`src/rtl/fmr_pkg.sv`:
```
package fmr_pkg;
    localparam int XLEN   = 64;
    localparam int SP_W   = 32;
    localparam int SP_EXP = 8;
    localparam int SP_MAN = 23;
    localparam int DP_EXP = 11;
    localparam int DP_MAN = 52;
    localparam int NOPS   = 3;
    localparam int NEVT   = 5;
    localparam int NFLG   = NEVT + 1;

    localparam int EV_INV = 0;
    localparam int EV_DZ  = 1;
    localparam int EV_OVF = 2;
    localparam int EV_UNF = 3;
    localparam int EV_INX = 4;
    localparam int FL_IDN = 5;

    typedef struct packed {
        logic nan;
        logic snan;
        logic denorm;
    } opcls_t;

    function automatic logic [XLEN-1:0] canon_qnan(input logic dbl);
        logic [XLEN-1:0] v;
        if (dbl)
            v = {1'b0, {DP_EXP{1'b1}}, 1'b1, {(DP_MAN-1){1'b0}}};
        else
            v = {{(XLEN-SP_W){1'b0}}, 1'b0, {SP_EXP{1'b1}}, 1'b1, {(SP_MAN-1){1'b0}}};
        return v;
    endfunction

    function automatic logic [XLEN-1:0] quiet_bit(input logic dbl);
        logic [XLEN-1:0] one;
        one = {{(XLEN-1){1'b0}}, 1'b1};
        return dbl ? (one << (DP_MAN-1)) : (one << (SP_MAN-1));
    endfunction

    function automatic logic [XLEN-1:0] fit_width(input logic dbl, input logic [XLEN-1:0] v);
        return dbl ? v : {{(XLEN-SP_W){1'b0}}, v[SP_W-1:0]};
    endfunction
endpackage

```
`src/rtl/fmr_classify.sv`:
```
module fmr_classify
    import fmr_pkg::*;
(
    input  logic            dbl_i,
    input  logic [XLEN-1:0] val_i,
    output opcls_t          cls_o
);
    logic [SP_EXP-1:0] sp_exp;
    logic [SP_MAN-1:0] sp_man;
    logic [DP_EXP-1:0] dp_exp;
    logic [DP_MAN-1:0] dp_man;
    logic              exp_ones, exp_zero, man_nz, man_top;

    always_comb begin
        sp_exp = val_i[SP_W-2 -: SP_EXP];
        sp_man = val_i[SP_MAN-1:0];
        dp_exp = val_i[XLEN-2 -: DP_EXP];
        dp_man = val_i[DP_MAN-1:0];
        if (dbl_i) begin
            exp_ones = &dp_exp;
            exp_zero = ~|dp_exp;
            man_nz   = |dp_man;
            man_top  = dp_man[DP_MAN-1];
        end else begin
            exp_ones = &sp_exp;
            exp_zero = ~|sp_exp;
            man_nz   = |sp_man;
            man_top  = sp_man[SP_MAN-1];
        end
        cls_o.nan    = exp_ones & man_nz;
        cls_o.snan   = exp_ones & man_nz & ~man_top;
        cls_o.denorm = exp_zero & man_nz;
    end
endmodule

```
`src/rtl/fmr_nan_select.sv`:
```
module fmr_nan_select
    import fmr_pkg::*;
(
    input  logic                       dbl_i,
    input  logic                       dnan_i,
    input  logic [NOPS-1:0][XLEN-1:0]  ops_i,
    input  opcls_t [NOPS-1:0]          cls_i,
    output logic [XLEN-1:0]            nan_o
);
    logic            any_nan, any_snan;
    logic [XLEN-1:0] q_pick, s_pick;

    always_comb begin
        any_nan  = 1'b0;
        any_snan = 1'b0;
        q_pick   = '0;
        s_pick   = '0;
        // walk from last to first so the lowest index wins
        for (int i = NOPS-1; i >= 0; i--) begin
            if (cls_i[i].nan) begin
                any_nan = 1'b1;
                q_pick  = fit_width(dbl_i, ops_i[i]);
            end
            if (cls_i[i].snan) begin
                any_snan = 1'b1;
                s_pick   = fit_width(dbl_i, ops_i[i]) | quiet_bit(dbl_i);
            end
        end
        if (dnan_i || !any_nan)
            nan_o = canon_qnan(dbl_i);
        else if (any_snan)
            nan_o = s_pick;
        else
            nan_o = q_pick;
    end
endmodule

```
`src/rtl/fmr_flags.sv`:
```
module fmr_flags
    import fmr_pkg::*;
(
    input  logic            clk,
    input  logic            rst_n,
    input  logic            upd_i,
    input  logic            clr_i,
    input  logic            ftz_i,
    input  logic            raw_den_i,
    input  logic            in_den_i,
    input  logic [NEVT-1:0] evt_i,
    input  logic [NEVT-1:0] mask_i,
    output logic [NFLG-1:0] flags_o
);
    typedef struct packed {
        logic [NFLG-1:0] flags;
    } fl_state_t;

    fl_state_t       st_d, st_q;
    logic            unf_evt, inx_evt;
    logic [NFLG-1:0] raised;

    always_comb begin
        unf_evt = evt_i[EV_UNF] | (ftz_i & raw_den_i);
        inx_evt = evt_i[EV_INX] & ~(unf_evt & ftz_i);
        raised  = '0;
        raised[EV_INV] = evt_i[EV_INV] & mask_i[EV_INV];
        raised[EV_DZ]  = evt_i[EV_DZ]  & mask_i[EV_DZ];
        raised[EV_OVF] = evt_i[EV_OVF] & mask_i[EV_OVF];
        raised[EV_UNF] = unf_evt       & mask_i[EV_UNF];
        raised[EV_INX] = inx_evt       & mask_i[EV_INX];
        raised[FL_IDN] = ftz_i & in_den_i;
        st_d = st_q;
        if (clr_i)
            st_d.flags = '0;
        if (upd_i)
            st_d.flags = st_d.flags | raised;
    end

    always_ff @(posedge clk or negedge rst_n) begin
        if (!rst_n) st_q <= '0;
        else        st_q <= st_d;
    end

    assign flags_o = st_q.flags;

    // no flag falls without a clear
    a_r12_sticky: assert property (@(posedge clk) disable iff (!rst_n)
        !clr_i |=> ((st_q.flags & $past(st_q.flags)) == $past(st_q.flags)));

    // idle cycles leave flags alone
    a_r12_idle_hold: assert property (@(posedge clk) disable iff (!rst_n)
        (!upd_i && !clr_i) |=> $stable(st_q.flags));

    // disabled invalid event never records
    a_r9_masked_inv: assert property (@(posedge clk) disable iff (!rst_n)
        (!mask_i[EV_INV] && !clr_i) |=> (st_q.flags[EV_INV] == $past(st_q.flags[EV_INV])));

    // clear with no update empties the flags
    a_r13_clear: assert property (@(posedge clk) disable iff (!rst_n)
        (clr_i && !upd_i) |=> (st_q.flags == '0));
endmodule

```
`src/rtl/fma_nan_resolver.sv`:
```
module fma_nan_resolver
    import fmr_pkg::*;
(
    input  logic            clk,
    input  logic            rst_n,
    input  logic            valid_i,
    input  logic            dbl_i,
    input  logic            ftz_i,
    input  logic            dnan_i,
    input  logic [63:0]     op_a_i,
    input  logic [63:0]     op_b_i,
    input  logic [63:0]     op_c_i,
    input  logic [63:0]     raw_i,
    input  logic [4:0]      evt_i,
    input  logic [4:0]      mask_i,
    input  logic            clr_i,
    output logic [63:0]     res_o,
    output logic            res_vld_o,
    output logic [5:0]      flags_o
);
    typedef struct packed {
        logic [XLEN-1:0] res;
        logic            vld;
    } top_state_t;

    logic [NOPS-1:0][XLEN-1:0] ops;
    opcls_t [NOPS-1:0]         op_cls;
    opcls_t                    raw_cls;
    logic [XLEN-1:0]           nan_res;
    logic                      in_den;
    logic                      raw_nan;
    top_state_t                st_d, st_q;

    assign ops = {op_c_i, op_b_i, op_a_i};

    for (genvar g = 0; g < NOPS; g++) begin : g_cls
        fmr_classify u_cls (
            .dbl_i (dbl_i),
            .val_i (ops[g]),
            .cls_o (op_cls[g])
        );
    end

    fmr_classify u_raw_cls (
        .dbl_i (dbl_i),
        .val_i (raw_i),
        .cls_o (raw_cls)
    );

    fmr_nan_select u_sel (
        .dbl_i  (dbl_i),
        .dnan_i (dnan_i),
        .ops_i  (ops),
        .cls_i  (op_cls),
        .nan_o  (nan_res)
    );

    always_comb begin
        in_den = 1'b0;
        for (int i = 0; i < NOPS; i++)
            in_den = in_den | op_cls[i].denorm;
        raw_nan = raw_cls.nan | raw_cls.snan;
        st_d     = st_q;
        st_d.vld = valid_i;
        if (valid_i)
            st_d.res = raw_nan ? nan_res : raw_i;
    end

    always_ff @(posedge clk or negedge rst_n) begin
        if (!rst_n) st_q <= '0;
        else        st_q <= st_d;
    end

    fmr_flags u_flags (
        .clk       (clk),
        .rst_n     (rst_n),
        .upd_i     (valid_i),
        .clr_i     (clr_i),
        .ftz_i     (ftz_i),
        .raw_den_i (raw_cls.denorm),
        .in_den_i  (in_den),
        .evt_i     (evt_i),
        .mask_i    (mask_i),
        .flags_o   (flags_o)
    );

    assign res_o     = st_q.res;
    assign res_vld_o = st_q.vld;

    // default-NaN forces the canonical pattern
    a_r4_default_nan: assert property (@(posedge clk) disable iff (!rst_n)
        (valid_i && dnan_i && raw_cls.nan) |=> (res_o == $past(canon_qnan(dbl_i))));

    // result holds between valid cycles
    a_r12_res_hold: assert property (@(posedge clk) disable iff (!rst_n)
        !valid_i |=> $stable(res_o));

    // non-NaN raw result forwarded untouched
    a_r2_pass: assert property (@(posedge clk) disable iff (!rst_n)
        (valid_i && !raw_cls.nan) |=> (res_o == $past(raw_i)));
endmodule

```
`config.mk`:
```
export PLATFORM = sky130hd
export DESIGN_NAME = fma_nan_resolver
export DESIGN_NICKNAME = d
export VERILOG_FILES = /design/src/rtl/fmr_pkg.sv /design/src/rtl/fmr_classify.sv /design/src/rtl/fmr_nan_select.sv /design/src/rtl/fmr_flags.sv /design/src/rtl/fma_nan_resolver.sv
export SDC_FILE = /design/constraint.sdc
export NUM_CORES = 1
export LEC_CHECK = 0
export CORE_AREA = 5 5 129 131
export CTS_BUF_LIST = sky130_fd_sc_hd__clkbuf_8 sky130_fd_sc_hd__clkbuf_16
export DETAILED_ROUTE_END_ITERATION = 8
export DIE_AREA = 0 0 134 136
export DONT_BUFFER_PORTS = 1
export GPL_ROUTABILITY_DRIVEN = 0
export PLACE_DENSITY = 0.66
export SYNTH_ARGS = -nofsm -noshare
export SYNTH_HDL_FRONTEND = slang
export SYNTH_HIERARCHICAL = 1
export SYNTH_SLANG_ARGS = --single-unit
```
`constraint.sdc`:
```
create_clock -name clk -period 1.7 [get_ports clk]
set_clock_uncertainty 0.05 [all_clocks]
set_input_delay 0.425 -clock clk [delete_from_list [all_inputs] [get_ports clk]]
set_output_delay 0.425 -clock clk [all_outputs]
set_load 0.005 [all_outputs]
```
* Word level (Yosys, flattened, before mapping)
Index checks and enable logic that the tools add are counted.
** Operators by class
- Multiplexer cells :: 38
- Bitwise gates (word level) :: 34
- Reduce and logical (&&, ||, !) cells :: 34
** Operators with widths (count)
- two-way mux 64 bit :: 12
- OR reduction 52 bit :: 4
- OR 64 bit :: 3
- OR reduction 23 bit :: 4
- two-way mux 63 bit :: 1
- two-way mux 52 bit :: 1
- AND reduction 11 bit :: 4
- OR reduction 11 bit :: 4
- AND reduction 8 bit :: 4
- OR reduction 8 bit :: 4
- two-way mux 1 bit :: 22
- AND 1 bit :: 21
- two-way mux 6 bit :: 2
- logical NOT 1 bit :: 9
- OR 6 bit :: 1
- inverter 1 bit :: 5
- OR 1 bit :: 4
- logical OR 1 bit :: 1
** Storage, ports and cells
- Logic and storage cells :: 109
- Input port bits :: 273
- Register bits after elaboration :: 71
- Output and inout bits :: 71

* Logic depth before layout (Yosys ltp)
Gate-level depths: netlist of run 1.
- Word-level depth :: 12
- Depth in mapped cells :: 12
- Depth with buffers taken out :: 10

* Cells and area by module
Netlist of run 1, hierarchy kept.
** By module, submodules not included
- fma_nan_resolver :: area an instance 3384.5 µm², instances 1, cells each 364, sequential area each 1626.6 µm²
- fmr_nan_select :: area an instance 3046.7 µm², instances 1, cells each 462, sequential area each 0.0 µm²
- fmr_classify :: area an instance 267.8 µm², instances 4, cells each 39, sequential area each 0.0 µm²
- fmr_flags :: area an instance 245.2 µm², instances 1, cells each 25, sequential area each 150.1 µm²

* Least setup slack after synthesis of run 1
No wires, ideal clock.
- Path kind :: in2reg
- Start :: input port op_b_i[24]
- End :: register st_q (netlist bit res_o[39])
- Arrival :: 2.520 ns
- Data required time :: 1.568 ns
- Buffers on the path :: 2
- Setup time :: 0.082 ns
- Stages :: 11
- Path slack :: -0.952 ns
- Cell sequence :: nor4_1 -> nand2_1 -> o31ai_2 -> a211oi_1 -> or3_1 -> buf_6 -> buf_6 -> o32a_1 -> a21oi_1 -> o21ai_0 -> a31oi_1
** RTL lines
- from (decl) :: RTL line fma_nan_resolver.sv:11 : input logic [63:0] op_b_i,
- to (signal assigned) :: RTL line fma_nan_resolver.sv:71 : else st_q <= st_d;
- to (decl) :: RTL line fma_nan_resolver.sv:32 : top_state_t st_d, st_q;

==> results.txt, run 1 <==
worst-skew pair later-pin latency: 340 ps
Core ar.: 15500 um2
nets: 1300
Max-slew headroom: 65.9%
CP required: 1900 ps
total vias in the final route: 9153
largest net degree at the start of global routing: 136
syn nets: 1280
Cell variety after synth: 48
fill count: 1328
Chip Height: 136 um
ys flop type: dfrtp_1
Buffers on Ports: 0
clk buf depth: 2
dpl cell area: 8530 um2
drt total wl: 34.5 mm
I/O pins: 344
drt pass-1 iters: 6
Min Hold Slack: -274 ps
Synth Cell Area: 7750 um2
maximum VDD drop: 0.561 mV
Post-Route Utilization: 64.7%
share of cells above drive strength 1: 27.8%
hpwl dp: 24.6 mm
fraction of the cycle the final worst path needs: 160%
Yosys reg bits: 71
Die W: 134 um
setup tns final: -59160 ps
root buf cell: clkbuf_16
Clk pin slew, worst setup/hold paths: 60 ps
global-route wire length before repair: 49.2 mm
WP data arrival: 2920 ps
Max-cap violations: 0
Yosys Warn Count: 6
failing checks: negative hold slack, negative setup slack
worst-margin pin slew: 505 ps
register area share after synthesis: 22.9%
status: complete, but fails checks
final worst setup slack: -1020 ps
# rows: 46
CP endpoint kind: flip-flop
Async S/R FF share, synth: 100%
Power Density: 433 nW/um2
sequential cell area: 1780 um2
via/cell ratio: 7.48
initial antenna violation count: 0
CTS tree: built
commonest non-fill, non-tap cell in the layout: nor2_1
area taken by multi-input logic gates: 6230 um2
most frequent cells in the layout: nor2_1 (74), dfrtp_1 (71), buf_4 (68)
vias in the first global route: 8208
final slew viol count: 0
total die area: 18200 um2
Post-synth EDFFs: 0
clk sinks: 71
Crit Path Max Fanout: 12
Num CTS Buffers: 9
DRC Markers: 0
design area: 10000 um2
Post-DRT Antenna Nets: 0
cell count after synthesis: 1007
Crit Path Category: in -> reg
Starting Density: 50.0%
Diodes inserted: 0
Layout area overhead: 29.2%
# setup viols final: 65
overall routing resource usage: 34.2%
htree depth: 3
fmax: 368 MHz
leakage power: 3.08 nW
syn avg cell area: 7.69 um2
Worst R2R Setup Slack: 820 ps
unrepaired setup endpoints after global routing: yes
min-delay worst type: in -> async
Overflow after GRT: 0
Worst Setup Start Kind: input port
Hold Fails Final Rpt: 71
Final Critical Period: 2720 ps
1st-iter DRT viols: 1346
wire per inst: 28.2 um
==> stage by stage <==
stage               power, mW  setup slack (ps)  std cells
CTS                      4.34              -911       1205
detailed placement       2.42             -1540       1175
floorplan                2.31              -944       1007
finish                   4.34             -1020       1224
global route             4.49             -1090       1224
global placement         2.41             -1490       1175
==> final cells by class <==
class	instances	area share [%]
tap	192	2.40
multi-input combinational	817	62.2
sequential	71	17.7
inverter	9	0.375
clock buffer	10	2.39
timing repair buffer	119	14.2
clock inverter	6	0.612
==> power breakdown <==
| part | switching [mW] | internal, mW | leakage (nW) |
|---|---|---|---|
| logic | 0.184 | 0.254 | 2.13 |
| registers | 0.153 | 1.84 | 0.804 |
| clock network | 0.737 | 1.17 | 0.142 |
==> state kept, by name, summed over array words and instances, names as in the netlist <==
name / count
res_o: 64
res_vld_o: 1
u_flags/flags_o: 6
==> synthesized netlist by cell type (11+ instances only) <==
master     n  area share, %
a22oi_1   62            6.0
nor3_1    13           0.84
o21ai_0   66            4.3
nand4_1   16            1.3
a221oi_1  52            5.9
o32a_1    51            6.6
nor2b_1   56            4.5
clkbuf_1  65            3.1
nand3_1   12           0.78
dfrtp_1   71             23
or3b_1    64            7.2
a31oi_1   66            5.3
o21a_1    11            1.1
nor4_1    44            3.6
buf_6     14            2.0
a21oi_1   64            4.1
o21ai_1   18            1.2
buf_2     21            1.4
nor2_1    80            3.9
nand2_1   57            2.8
==> metal layers <==
| metal | wire [um] | part of all wire [%] | global-route usage (%) | vias up |
|---|---|---|---|---|
| met3 | 4730 | 14 | 12.0 | 95 |
| li1 | - | - | - | 4095 |
| met5 | 0 | 0 | 0 | - |
| met1 | 13100 | 38 | 45.5 | 4267 |
| met4 | 1080 | 3.1 | 8.91 | 0 |
| met2 | 15600 | 45 | 53.0 | 696 |
==> kinds of logic after synthesis <==
| family | count (synthesis) | share of synthesized area, % |
|---|---|---|
| flip-flops | 71 | 22.9 |
| multiplexers | 5 | 0.711 |
| AO/OA/AOI/OAI | 442 | 40.5 |
| AND/OR/NAND/NOR | 368 | 28.2 |
| buffers and inverters | 121 | 7.65 |
==> final timing paths <==
check / endpoint / cells past startpoint / start
max: res_o[52]$_DFFE_PN0P_ / 13 / op_c_i[31]
min: res_o[11]$_DFFE_PN0P_ / 0 / rst_n
min reg2reg: u_flags/flags_o[5]$_DFF_PN0_ / 2 / u_flags/flags_o[5]$_DFF_PN0_
max reg2reg: u_flags/flags_o[4]$_DFF_PN0_ / 2 / u_flags/flags_o[4]$_DFF_PN0_
min in group clk: res_vld_o$_DFF_PN0_ / 0 / valid_i
max in group asynchronous: res_o[52]$_DFFE_PN0P_ / 0 / rst_n
==> critical path, stage by stage <==
cell       delay, ps
nor3_1           290
nand3_1          210
o31ai_2          330
a211oi_2         150
buf_4            180
nor2b_4          130
buf_6            130
clkbuf_16        170
a221o_1          310
a32oi_2          210
o21a_1           150
o21ai_1           70
a31oi_1          170
==> what timing repair did <==
action	in CTS	in global routing
setup buffers	11	9
gates cloned	5	10
hold endpoints to repair	71	71
endpoints found under the setup margin	65	67
pin swaps	57	92
resized for setup	113	63
Note: power is estimated with default switching activity, not from simulation.
==> run 2, diff against run 1 <==
- CAP_MARGIN: not set -> 20
==> results of run 2 <==
The final DEF is identical to that of run 1; final timing and power are the same.
